--- src/rtl/brc_pkg.sv ---
package brc_pkg;
  // base condition selected by opcode[3:1]; opcode[0] = 1 branches when it holds
  typedef enum logic [2:0] {
    SEL_NEVER  = 3'd0,
    SEL_LS     = 3'd1,
    SEL_CARRY  = 3'd2,
    SEL_ZERO   = 3'd3,
    SEL_OVF    = 3'd4,
    SEL_NEG    = 3'd5,
    SEL_LT     = 3'd6,
    SEL_LE     = 3'd7
  } cond_sel_e;

  typedef struct packed {
    logic n;
    logic z;
    logic v;
    logic c;
  } flags_t;
endpackage

--- src/rtl/brc_cond_eval.sv ---
module brc_cond_eval
  import brc_pkg::*;
#(
  parameter int OP_W = 8
) (
  input  logic [OP_W-1:0] opcode_i,
  input  logic            in_group_i,
  input  flags_t          flags_i,
  output logic            taken_o
);
  cond_sel_e sel;
  logic      base;

  assign sel = cond_sel_e'(opcode_i[3:1]);

  always_comb begin
    unique case (sel)
      SEL_NEVER: base = 1'b0;
      SEL_LS:    base = flags_i.c | flags_i.z;
      SEL_CARRY: base = flags_i.c;
      SEL_ZERO:  base = flags_i.z;
      SEL_OVF:   base = flags_i.v;
      SEL_NEG:   base = flags_i.n;
      SEL_LT:    base = flags_i.n ^ flags_i.v;
      SEL_LE:    base = flags_i.z | (flags_i.n ^ flags_i.v);
      default:   base = 1'b0;
    endcase
  end

  // even opcode branches on the negated base condition
  assign taken_o = in_group_i & (base ^ ~opcode_i[0]);
endmodule

--- src/rtl/brc_target_calc.sv ---
module brc_target_calc #(
  parameter int ADDR_W    = 16,
  parameter int DISP_W    = 8,
  parameter int INSTR_LEN = 2
) (
  input  logic [ADDR_W-1:0] pc_i,
  input  logic [DISP_W-1:0] disp_i,
  output logic [ADDR_W-1:0] seq_pc_o,
  output logic [ADDR_W-1:0] tgt_pc_o
);
  localparam int EXT_W = ADDR_W - DISP_W;
  localparam logic [ADDR_W-1:0] LEN = ADDR_W'(INSTR_LEN);

  logic [ADDR_W-1:0] disp_ext;

  assign disp_ext = {{EXT_W{disp_i[DISP_W-1]}}, disp_i};
  assign seq_pc_o = pc_i + LEN;
  assign tgt_pc_o = seq_pc_o + disp_ext;
endmodule

--- src/rtl/brc_unit.sv ---
module brc_unit
  import brc_pkg::*;
#(
  parameter int  ADDR_W  = 16,
  parameter int  DISP_W  = 8,
  parameter int  OP_W    = 8,
  parameter logic [OP_W-5:0] BR_GROUP = 'h2,
  parameter bit  REG_OUT = 1'b1
) (
  input  logic              clk_i,
  input  logic              rst_ni,
  input  logic [OP_W-1:0]   opcode_i,
  input  logic              neg_i,
  input  logic              zero_i,
  input  logic              ovf_i,
  input  logic              carry_i,
  input  logic [ADDR_W-1:0] pc_i,
  input  logic [DISP_W-1:0] disp_i,
  output logic              taken_o,
  output logic [ADDR_W-1:0] next_pc_o
);
  localparam int EXT_W = ADDR_W - DISP_W;

  flags_t            flags;
  logic              in_group;
  logic              taken_d;
  logic [ADDR_W-1:0] seq_pc;
  logic [ADDR_W-1:0] tgt_pc;
  logic [ADDR_W-1:0] next_pc_d;

  assign flags    = '{n: neg_i, z: zero_i, v: ovf_i, c: carry_i};
  assign in_group = (opcode_i[OP_W-1:4] == BR_GROUP);

  brc_cond_eval #(.OP_W(OP_W)) u_cond (
    .opcode_i   (opcode_i),
    .in_group_i (in_group),
    .flags_i    (flags),
    .taken_o    (taken_d)
  );

  brc_target_calc #(.ADDR_W(ADDR_W), .DISP_W(DISP_W), .INSTR_LEN(2)) u_tgt (
    .pc_i     (pc_i),
    .disp_i   (disp_i),
    .seq_pc_o (seq_pc),
    .tgt_pc_o (tgt_pc)
  );

  assign next_pc_d = taken_d ? tgt_pc : seq_pc;

  generate
    if (REG_OUT) begin : g_reg
      always_ff @(posedge clk_i or negedge rst_ni) begin
        if (!rst_ni) begin
          taken_o   <= 1'b0;
          next_pc_o <= '0;
        end else begin
          taken_o   <= taken_d;
          next_pc_o <= next_pc_d;
        end
      end

      assert_always_R1: assert property (@(posedge clk_i) disable iff (!rst_ni)
        (opcode_i == OP_W'('h20)) |=> taken_o);
      assert_never_R1: assert property (@(posedge clk_i) disable iff (!rst_ni)
        (opcode_i == OP_W'('h21)) |=> !taken_o);
      assert_outside_R9: assert property (@(posedge clk_i) disable iff (!rst_ni)
        (opcode_i[OP_W-1:4] != BR_GROUP) |=>
          (!taken_o && next_pc_o == $past(pc_i) + ADDR_W'(2)));
      assert_fallthru_R9: assert property (@(posedge clk_i) disable iff (!rst_ni)
        1'b1 |=> (taken_o || next_pc_o == $past(pc_i) + ADDR_W'(2)));
      assert_target_R8: assert property (@(posedge clk_i) disable iff (!rst_ni)
        1'b1 |=> (!taken_o || next_pc_o == $past(pc_i) + ADDR_W'(2)
                  + {{EXT_W{$past(disp_i[DISP_W-1])}}, $past(disp_i)}));
      assert_pair_R2: assert property (@(posedge clk_i) disable iff (!rst_ni)
        (opcode_i == OP_W'('h24) && carry_i) |=> !taken_o);
    end else begin : g_comb
      assign taken_o   = taken_d;
      assign next_pc_o = next_pc_d;
    end
  endgenerate
endmodule

--- config.mk ---
export PLATFORM = sky130hd
export DESIGN_NAME = brc_unit
export DESIGN_NICKNAME = d
export VERILOG_FILES = /design/src/rtl/brc_pkg.sv /design/src/rtl/brc_cond_eval.sv /design/src/rtl/brc_target_calc.sv /design/src/rtl/brc_unit.sv
export SDC_FILE = /design/constraint.sdc
export NUM_CORES = 1
export LEC_CHECK = 0
export ABC_AREA = 1
export BUFFER_PORTS_ARGS = -buffer_cell sky130_fd_sc_hd__buf_2
export CAP_MARGIN = 40
export CORE_MARGIN = 2
export CORE_UTILIZATION = 40
export CTS_CLUSTER_SIZE = 30
export DETAILED_ROUTE_END_ITERATION = 6
export PLACE_DENSITY = 0.74
export SYNTH_ARGS = -nofsm -noshare
export SYNTH_HDL_FRONTEND = slang
export SYNTH_SLANG_ARGS = --single-unit
--- constraint.sdc ---
create_clock -name clk_i -period 1 [get_ports clk_i]
set_input_delay 0 -clock clk_i [delete_from_list [all_inputs] [get_ports clk_i]]
set_output_delay 0 -clock clk_i [all_outputs]
set_load 0.02 [all_outputs]
Yosys cells after proc, flatten, opt, wreduce, memory -nomap -nowiden
Cells that the tools add are included.

Eq/ne operators: 8. Bitwise gates (word level): 6. Reductions and logical operators: 1. Add/subtract/negate cells: 2. Multiplexer cells: 2.

Operator list (number): $add 16x16->16 (1); $add 16x2->16 const B (1); $mux 16 (1); $eq 3x3->1 const B (4); $pmux 1 s8 (1); $eq 3x2->1 const B (2); $eq 4x2->1 const B (1); $eq 3x1->1 const B (1); $logic_not 3->1 (1); $or 1x1->1 (2); $xor 1x1->1 (2); $and 1x1->1 (1); $not 1->1 (1).

Word-level logic and storage cells: 21. Input port bits: 38. Output and inout bits: 17. Register bits after elaboration: 17.

Logic depth before layout (Yosys ltp)
Gate-level depths: netlist of run 1.

Word-level depth: 6. Mapped depth: 17.

Modules after synthesis
Synthesis of run 1 repeated with hierarchy kept, for this count alone.

Cells, all modules: 299. Area total of the unflattened synthesis: 1998.2 um2.

By module, submodules not included: brc_target_calc (sequential area each 0.0 um2, cells an instance 199, area an instance 1187.4 um2, times used 1); brc_unit (sequential area each 425.4 um2, cells an instance 74, area an instance 696.9 um2, times used 1); brc_cond_eval (sequential area each 0.0 um2, cells an instance 26, area an instance 113.9 um2, times used 1).

Worst setup path after synthesis of run 1
No wires, ideal clock.

Path kind: input -> register. Start point: input pc_i[1]. End point: register next_pc_o[15]. Setup slack: -0.815 ns. Stages on the path: 17. Arrival time: 1.750 ns. Path buffers: 0. Required time: 0.935 ns. Cell sequence: ha_1 -> nand2_1 -> nor2_1 -> nand2_1 -> nor3_2 -> xor2_1 -> inv_1 -> ha_1 -> nand2_1 -> inv_1 -> a21oi_1 -> nand2_1 -> a21oi_1 -> nand3_1 -> nand2_1 -> nand2_1 -> nand2_1.

Cells in the longest elaborated chain, start to end: 3.

Ends and longest elaborated chain: start: declaration (line brc_unit.sv:17) `input logic [ADDR_W-1:0] pc_i,`; $add 16x2->16 * (line brc_target_calc.sv:17) `assign seq_pc_o = pc_i + LEN;`; $add 16x16->16 (line brc_target_calc.sv:18) `assign tgt_pc_o = seq_pc_o + disp_ext;`; $mux 16 * (line brc_unit.sv:48) `assign next_pc_d = taken_d ? tgt_pc : seq_pc;`; net next_pc_d[15] (line brc_unit.sv:29) `logic [ADDR_W-1:0] next_pc_d;`; end signal: assignment (line brc_unit.sv:58) `next_pc_o <= next_pc_d;`; end: declaration (line brc_unit.sv:20) `output logic [ADDR_W-1:0] next_pc_o`.

The timed path passes the listed nets; every way through them passes the cells marked *.

Worst setup path after layout of run 1
Same ends and word-level chain as after synthesis.

==> summary.txt, run 1 <==
Final layout
  – Area grow syn2layout: 90.3%
  – Final Util: 78.5%
  – FILL cells: about 270
  – Post-route cell area: 3680 um2
  – Nets: roughly 500
  – Antenna cells: 0
  – Share of cells above drive strength 1: 57.6%
  – Cell Count, Final, Fillers Out: roughly 500

Yosys
  – Synth top area cells: nand2_1 23%, dfrtp_1 22%, ha_1 13%
  – Register bit total from synthesis: 17
  – Syn_area_per_cell: between 6 and 7 um2
  – Largest area contributor in the netlist: nand2_1
  – Gate count after technology mapping: ~310
  – Synth Net Count: between 300 and 400
  – Post-Syn Area: 1930 um2
  – Yosys warns: 0
  – Yosys top cell area share: 23.5%
  – Sequential fraction of the synthesis area: 22.0%
  – Synth cell types: 26

Detailed routing
  – Antenna viol nets, final: 0
  – Post-DR wirelength/cell: 17.5 um
  – Via Count: about 2700
  – Post-Route WL: 8550 um
  – Drt first pass iters: 7
  – Drt drc: 0
  – First DRT Iteration DRCs: 266
  – Number of vias per cell: between 5 and 6

Timing
  – Rel. slew slack: 70.5%
  – Setup ws final: -0.914 ns
  – Final Cycle Share: 191%
  – Worst-Margin Slew: between 0.4 and 0.5 ns
  – WHS: 0.110 ns
  – Min Clock Period, post-route: 1.91 ns
  – Highest Clock Rate: approximately 520 MHz
  – Max-slew violation count: 0
  – Setup_tns: -8.30 ns
  – Final hold violation count: 0
  – Setup violators final: 14
  – Unrepaired setup endpoints after global routing: yes

Place
  – Post-place setup slack: -1.15 ns
  – Detailed Place HPWL: ~4400 um
  – # port buffers: 54
  – Placed cell areas: about 2800 um2
  – RePlAce Congestion: approximately 0.92
  – Post-Place Cells: 463

Die
  – Initial Utilization: 41.2%
  – Core Area: 4690 um2
  – # IOs: 55
  – Die ar.: between 5000 and 6000 um2
  – Die Wd: 73.5 um
  – Die Height: 73.5 um
  – Row cnt: 25

Clocking
  – Clock tree root buffer cell: clkbuf_8
  – CTS tree: built
  – Clk slew on worst S/H paths: 0.06 ns
  – Num CTS Buffers: 3
  – Clock Path Buffers: 2
  – Clock sink total: 17
  – Number of H-tree levels: 1

Worst setup path
  – Critical Path AT: 2.10 ns
  – CP Launch Type: input pin
  – Critical Path Fanout Max: 4
  – Critical Path End Type: register
  – Crit Path Class: in -> reg
  – Req. time, crit path: about 1.2 ns

Power
  – Pwr/cell area: 893 nW/um2
  – Worst vdd ir: about 0.00047 V
  – Leakage: about 1.9 nW
  – Power, Total: 3.29 mW

Outcome
  – Failing checks: negative setup slack
  – Status: finished, violations left

GRT
  – First-pass GRT wire length: approximately 11000 um
  – Largest net degree at the start of global routing: 18
  – All-Layer GR Usage: 25.5%
  – Number of global-route vias before repair: 2500
  – Initial antenna violation count: 0
  – Grt total ovfl: 0

Flow run
  – Max-Cap Viols: 0

Worst hold path
  – Hold Crit Class: in -> reg
==> path summary, 6_finish.rpt <==
path | from | endpoint | slack [ns] | cells past startpoint
min | disp_i[0] | next_pc_o[0] | 0.11 | 4
min in group asynchronous | rst_ni | taken_o | 0.19 | 2
max in group asynchronous | rst_ni | next_pc_o[14] | 0.56 | 2
max | pc_i[1] | next_pc_o[15] | -0.91 | 18
==> final cells by class <==
cell class              count  area, um2  area share, %
repair buffers            126        932           25.3
flip-flops and latches     17        425           11.6
multi-input cells         246       2050           55.8
well taps                  54       67.6           1.84
inverters                  41        156           4.25
clock buffers               4       45.0           1.22
==> worst max-delay path, stage by stage <==
cell     delay [ns]
buf_12         0.09
ha_4           0.14
nand2_2        0.07
nor2_4         0.11
nand2_4        0.09
xor2_4         0.28
ha_1           0.32
nand2_2        0.12
inv_2          0.06
nand2_1        0.09
nand2_2        0.07
nand2_1        0.10
nand2_1        0.09
a21oi_2        0.13
nand3_1        0.09
nand2_1        0.10
nand2_1        0.07
nand2_1        0.06
==> flip-flops by register name, summed over array words and instances (netlist names) <==
signal,flops
next_pc_o,16
taken_o,1
==> Yosys cell counts, drive strengths merged <==
cell type	n
a21o	2
a21oi	14
and2	1
buf	3
dfrtp	17
fa	1
ha	20
inv	41
nand2	121
nand3	28
nand4	4
nor2	20
nor3	5
nor4	1
nor4b	1
o21a	1
o21ai	8
o21bai	1
xnor2	5
xor2	13
==> what timing repair did <==
action,CTS,global route
pin swaps,43,52
hold endpoints to repair,18,0
setup buffers,7,15
setup endpoints to repair,14,16
hold buffers,2,0
resized for setup,70,67
cloned,0,1
==> kinds of logic (layout without fill, tap and decap cells) <==
family                   Yosys count  after routing  synth area share [%]
AO/OA/AOI/OAI                     26             26                  7.24
flip-flops                        17             17                  22.0
adder cells (fa/ha/maj)           21             21                  14.0
XOR/XNOR                          18             18                  8.15
buffers and inverters             44            171                  9.06
AND/OR/NAND/NOR                  181            181                  39.6
==> cells in the final DEF, fill, tap and decap left out, types with 2 or more instances in the layout <==
cell / count
nor2_2: 7
a21o_1: 2
xor2_4: 5
dlygate4sd3_1: 2
nor2_4: 5
nand4_1: 4
buf_2: 51
nor2_1: 8
nand2_2: 32
buf_12: 4
nand2_4: 7
xor2_1: 7
ha_4: 16
nand3_4: 2
buf_6: 7
nor3_1: 2
buf_4: 59
inv_1: 29
a21oi_4: 4
nand2_1: 82
xnor2_2: 4
nand3_2: 10
a21oi_2: 8
clkbuf_8: 3
dfrtp_1: 17
ha_1: 3
o21ai_1: 7
a21oi_1: 2
nor3_4: 3
inv_2: 11
buf_8: 2
nand3_1: 16
==> where the power goes <==
group          total [mW]  leakage, nW  internal [mW]  switching, mW
Combinational        2.05         1.67          0.950           1.10
Sequential          0.749        0.201          0.740        0.00976
Clock               0.490       0.0228          0.282          0.208
==> layer usage <==
metal	global-route usage, %	wire [um]	up-vias
li1	-	-	1226
met1	29.2	3070	1241
met2	47.1	4220	185
met3	2.47	648	67
met4	11.7	612	0
met5	0	0	-
Note: power is estimated with default switching activity, not from simulation.
==> inputs of run 2 (changes only) <==
Settings changed: CTS_BUF_LIST set to sky130_fd_sc_hd__clkbuf_4 sky130_fd_sc_hd__clkbuf_8, CTS_CLUSTER_DIAMETER set to 100, GPL_ROUTABILITY_DRIVEN set to 0.
==> run 2 against run 1 <==
  * The flow still finishes with violations (negative setup slack)
  * Utilization decreased by 2.6 points
  * Total power decreased by 1.4%
  * Sequential share of layout area increased by 0.39 points
  * Wire length decreased by 14%
  * First-iteration DRC count decreased by 6.8%
  * Final cell count decreased by 0.61%
  * Combinational power decreased by 5%
  * Critical endpoint unchanged
==> summary.txt, run 2 (synthesis gave the netlist of run 1 again) <==
Power
  – Pwr/cell area: 911 nW/um2 (+2.0%)
  – Leakage: 1.84 nW (-2.6%)
  – Worst vdd ir: 0.000575 V (+22%)

Clocking
  – CTS tree: built
  – Number of H-tree levels: 1 (unchanged)
  – Num CTS Buffers: 3 (unchanged)
  – Clock sink total: 17 (unchanged)
  – Clock tree root buffer cell: clkbuf_8
  – Clock Path Buffers: 2 (unchanged)
  – Clk slew on worst S/H paths: 0.06 ns (about the same)

Final layout
  – Nets: 491 (-0.61%)
  – Max reg flops: 16 (unchanged)
  – Area grow syn2layout: 84.0%
  – Largest register by flop count: next_pc_o
  – Antenna cells: 0 (unchanged)
  – Leading cell type in the layout, fill and taps excluded: nand2_1
  – Sequential cell area: 425 um2 (unchanged)
  – Share of cells above drive strength 1: 53.6% (-4.0 points)
  – Multi-input logic area: 1960 um2 (-4.6%)
  – FILL cells: 293 (+8.1%)
  – Biggest regs: next_pc_o x16, taken_o x1
  – Most frequent cells in the layout: 87 x nand2_1, 56 x buf_4, 50 x buf_2
  – Cell Count, Final, Fillers Out: 485 (-0.61%)

GRT
  – Grt total ovfl: 0 (unchanged)
  – Number of global-route vias before repair: 2368 (-5.3%)
  – Initial antenna violation count: 0 (unchanged)
  – First-pass GRT wire length: 10100 um (-7.1%)
  – All-Layer GR Usage: 24.0% (-1.5 points)
  – Largest net degree at the start of global routing: 18 (unchanged)

Worst setup path
  – Critical Path End Type: register
  – WP buf/inv: 3 (+1)
  – Crit path depth: 18 (unchanged)
  – CP peak stage delay: 0.24 ns (-0.08 ns)
  – CP endpoint: next_pc_o[15]
  – Req. time, crit path: 1.20 ns (about the same)
  – Crit Path Class: in -> reg
  – Most frequent CP cell: nand2_1
  – Worst Setup SP: pc_i[2]
  – Crit-path cells: buf_8 -> ha_4 -> nand2_4 -> nor2_4 -> nand2_2 -> nor3_4 -> xor2_1 -> inv_2 -> ha_4 -> nand2_2 -> inv_1 -> a21oi_2 -> nand2_1 -> a21oi_2 -> nand3_1 -> nand2_1 -> nand2_1 -> nand2_1
  – CP Launch Type: input pin
  – Slowest cell on crit path: ha_4
  – Critical Path AT: 2.03 ns (-0.07 ns)
  – Critical Path Fanout Max: 3 (-1)
  – CP top delay family: simple AND/OR/NAND/NOR gates

Die
  – Die ar.: 5410 um2 (unchanged)
  – Row cnt: 25 (unchanged)
  – Die Wd: 73.5 um (unchanged)
  – Die Height: 73.5 um (unchanged)
  – # IOs: 55 (unchanged)
  – Core Area: 4690 um2 (unchanged)
  – Initial Utilization: 41.2% (unchanged)

Outcome
  – Failing checks: negative setup slack
  – Status: finished, violations left

Timing
  – Max-slew violation count: 0 (unchanged)
  – Final hold violation count: 0 (unchanged)
  – Rel. slew slack: 76.6% (+6.1 points)
  – WHS: 0.0531 ns (-0.0566 ns)
  – Setup violators final: 14 (unchanged)
  – Unrepaired setup endpoints after global routing: yes
  – Setup ws final: -0.829 ns (+0.0851 ns)
  – Min Clock Period, post-route: 1.83 ns (-0.0851 ns)
  – Worst-Margin Slew: 0.351 ns (-0.0920 ns)
  – Final Cycle Share: 183% (-8.5 points)
  – Setup_tns: -7.79 ns (+0.508 ns)
  – Highest Clock Rate: 547 MHz (+4.7%)

Flow run
  – Max-Cap Viols: 0 (unchanged)

Detailed routing
  – Post-DR wirelength/cell: 15.2 um (-13%)
  – Number of vias per cell: 5.21 (-6.4%)
  – Drt drc: 0 (unchanged)
  – Via Count: 2528 (-7.0%)
  – Post-Route WL: 7370 um (-14%)
  – First DRT Iteration DRCs: 248 (-6.8%)
  – Antenna viol nets, final: 0 (unchanged)
  – Drt first pass iters: 4 (-3)

Place
  – Detailed Place HPWL: 4310 um (-1.9%)
  – Post-Place Cells: 460 (-0.65%)
  – Post-place setup slack: -1.15 ns (-0.00274 ns)
  – # port buffers: 54 (unchanged)

Worst hold path
  – Hold Crit Class: in -> reg
[run 2: through the flow]
| stage | total power [mW] | area, um2 | utilization (%) |
|---|---|---|---|
| CTS | 2.88 | 3300 | 70.4 |
| global route | 3.39 | 3560 | 75.9 |
| global placement | 2.05 | 2800 | 59.7 |
| detailed placement | 2.08 | 2800 | 59.7 |
| finish | 3.24 | 3560 | 75.9 |
| floorplan | 1.54 | 2110 | - |
[run 2: timing repair]
action,4_1_cts,5_1_grt
endpoints found under the hold margin,18,0
buffers inserted,14,7
gates resized for setup,69,50
endpoints found under the setup margin,14,16
pin swaps,27,45
hold buffers,2,0
[run 2: cell type report]
type | instances | area share [%]
Timing Repair Buffer | 123 | 25.2
Inverter | 41 | 4.50
Multi-Input combinational cell | 246 | 55.1
Sequential cell | 17 | 12.0
Tap cell | 54 | 1.90
Clock buffer | 4 | 1.37
[run 2: worst min path at each step]
stage / depth (start not counted) / slack (ns) / end / from
final: 4 / 0.05 / next_pc_o[0] / disp_i[0]
after global routing: 4 / 0.11 / next_pc_o[0] / disp_i[0]
after CTS: 4 / 0.06 / next_pc_o[0] / disp_i[0]
after detailed placement: 1 / -0.08 / next_pc_o[2] / rst_ni
after global placement: 1 / -0.08 / taken_o / rst_ni
after floorplan: 0 / -0.30 / next_pc_o[0] / rst_ni
[run 2: metal layers]
metal / GRT usage [%] / routed length [um]
met1: 26.6 / 2860
met2: 42.6 / 3760
met3: 3.43 / 460
met4: 14.9 / 289
met5: 0 / 0
[run 2: where the power goes]
part | leakage [nW] | switching [mW] | total [mW] | internal (mW)
clock | 0.0262 | 0.229 | 0.539 | 0.311
sequential | 0.201 | 0.00977 | 0.749 | 0.740
combinational | 1.61 | 1.03 | 1.95 | 0.918
total | 1.84 | 1.27 | 3.24 | 1.97
[run 2: worst min-delay path, delay by kind of cell]
family                     cells  cell delay (ns)
buffers and inverters          1             0.08
adders and majority gates      1             0.11
and+or+nand+nor                2             0.10
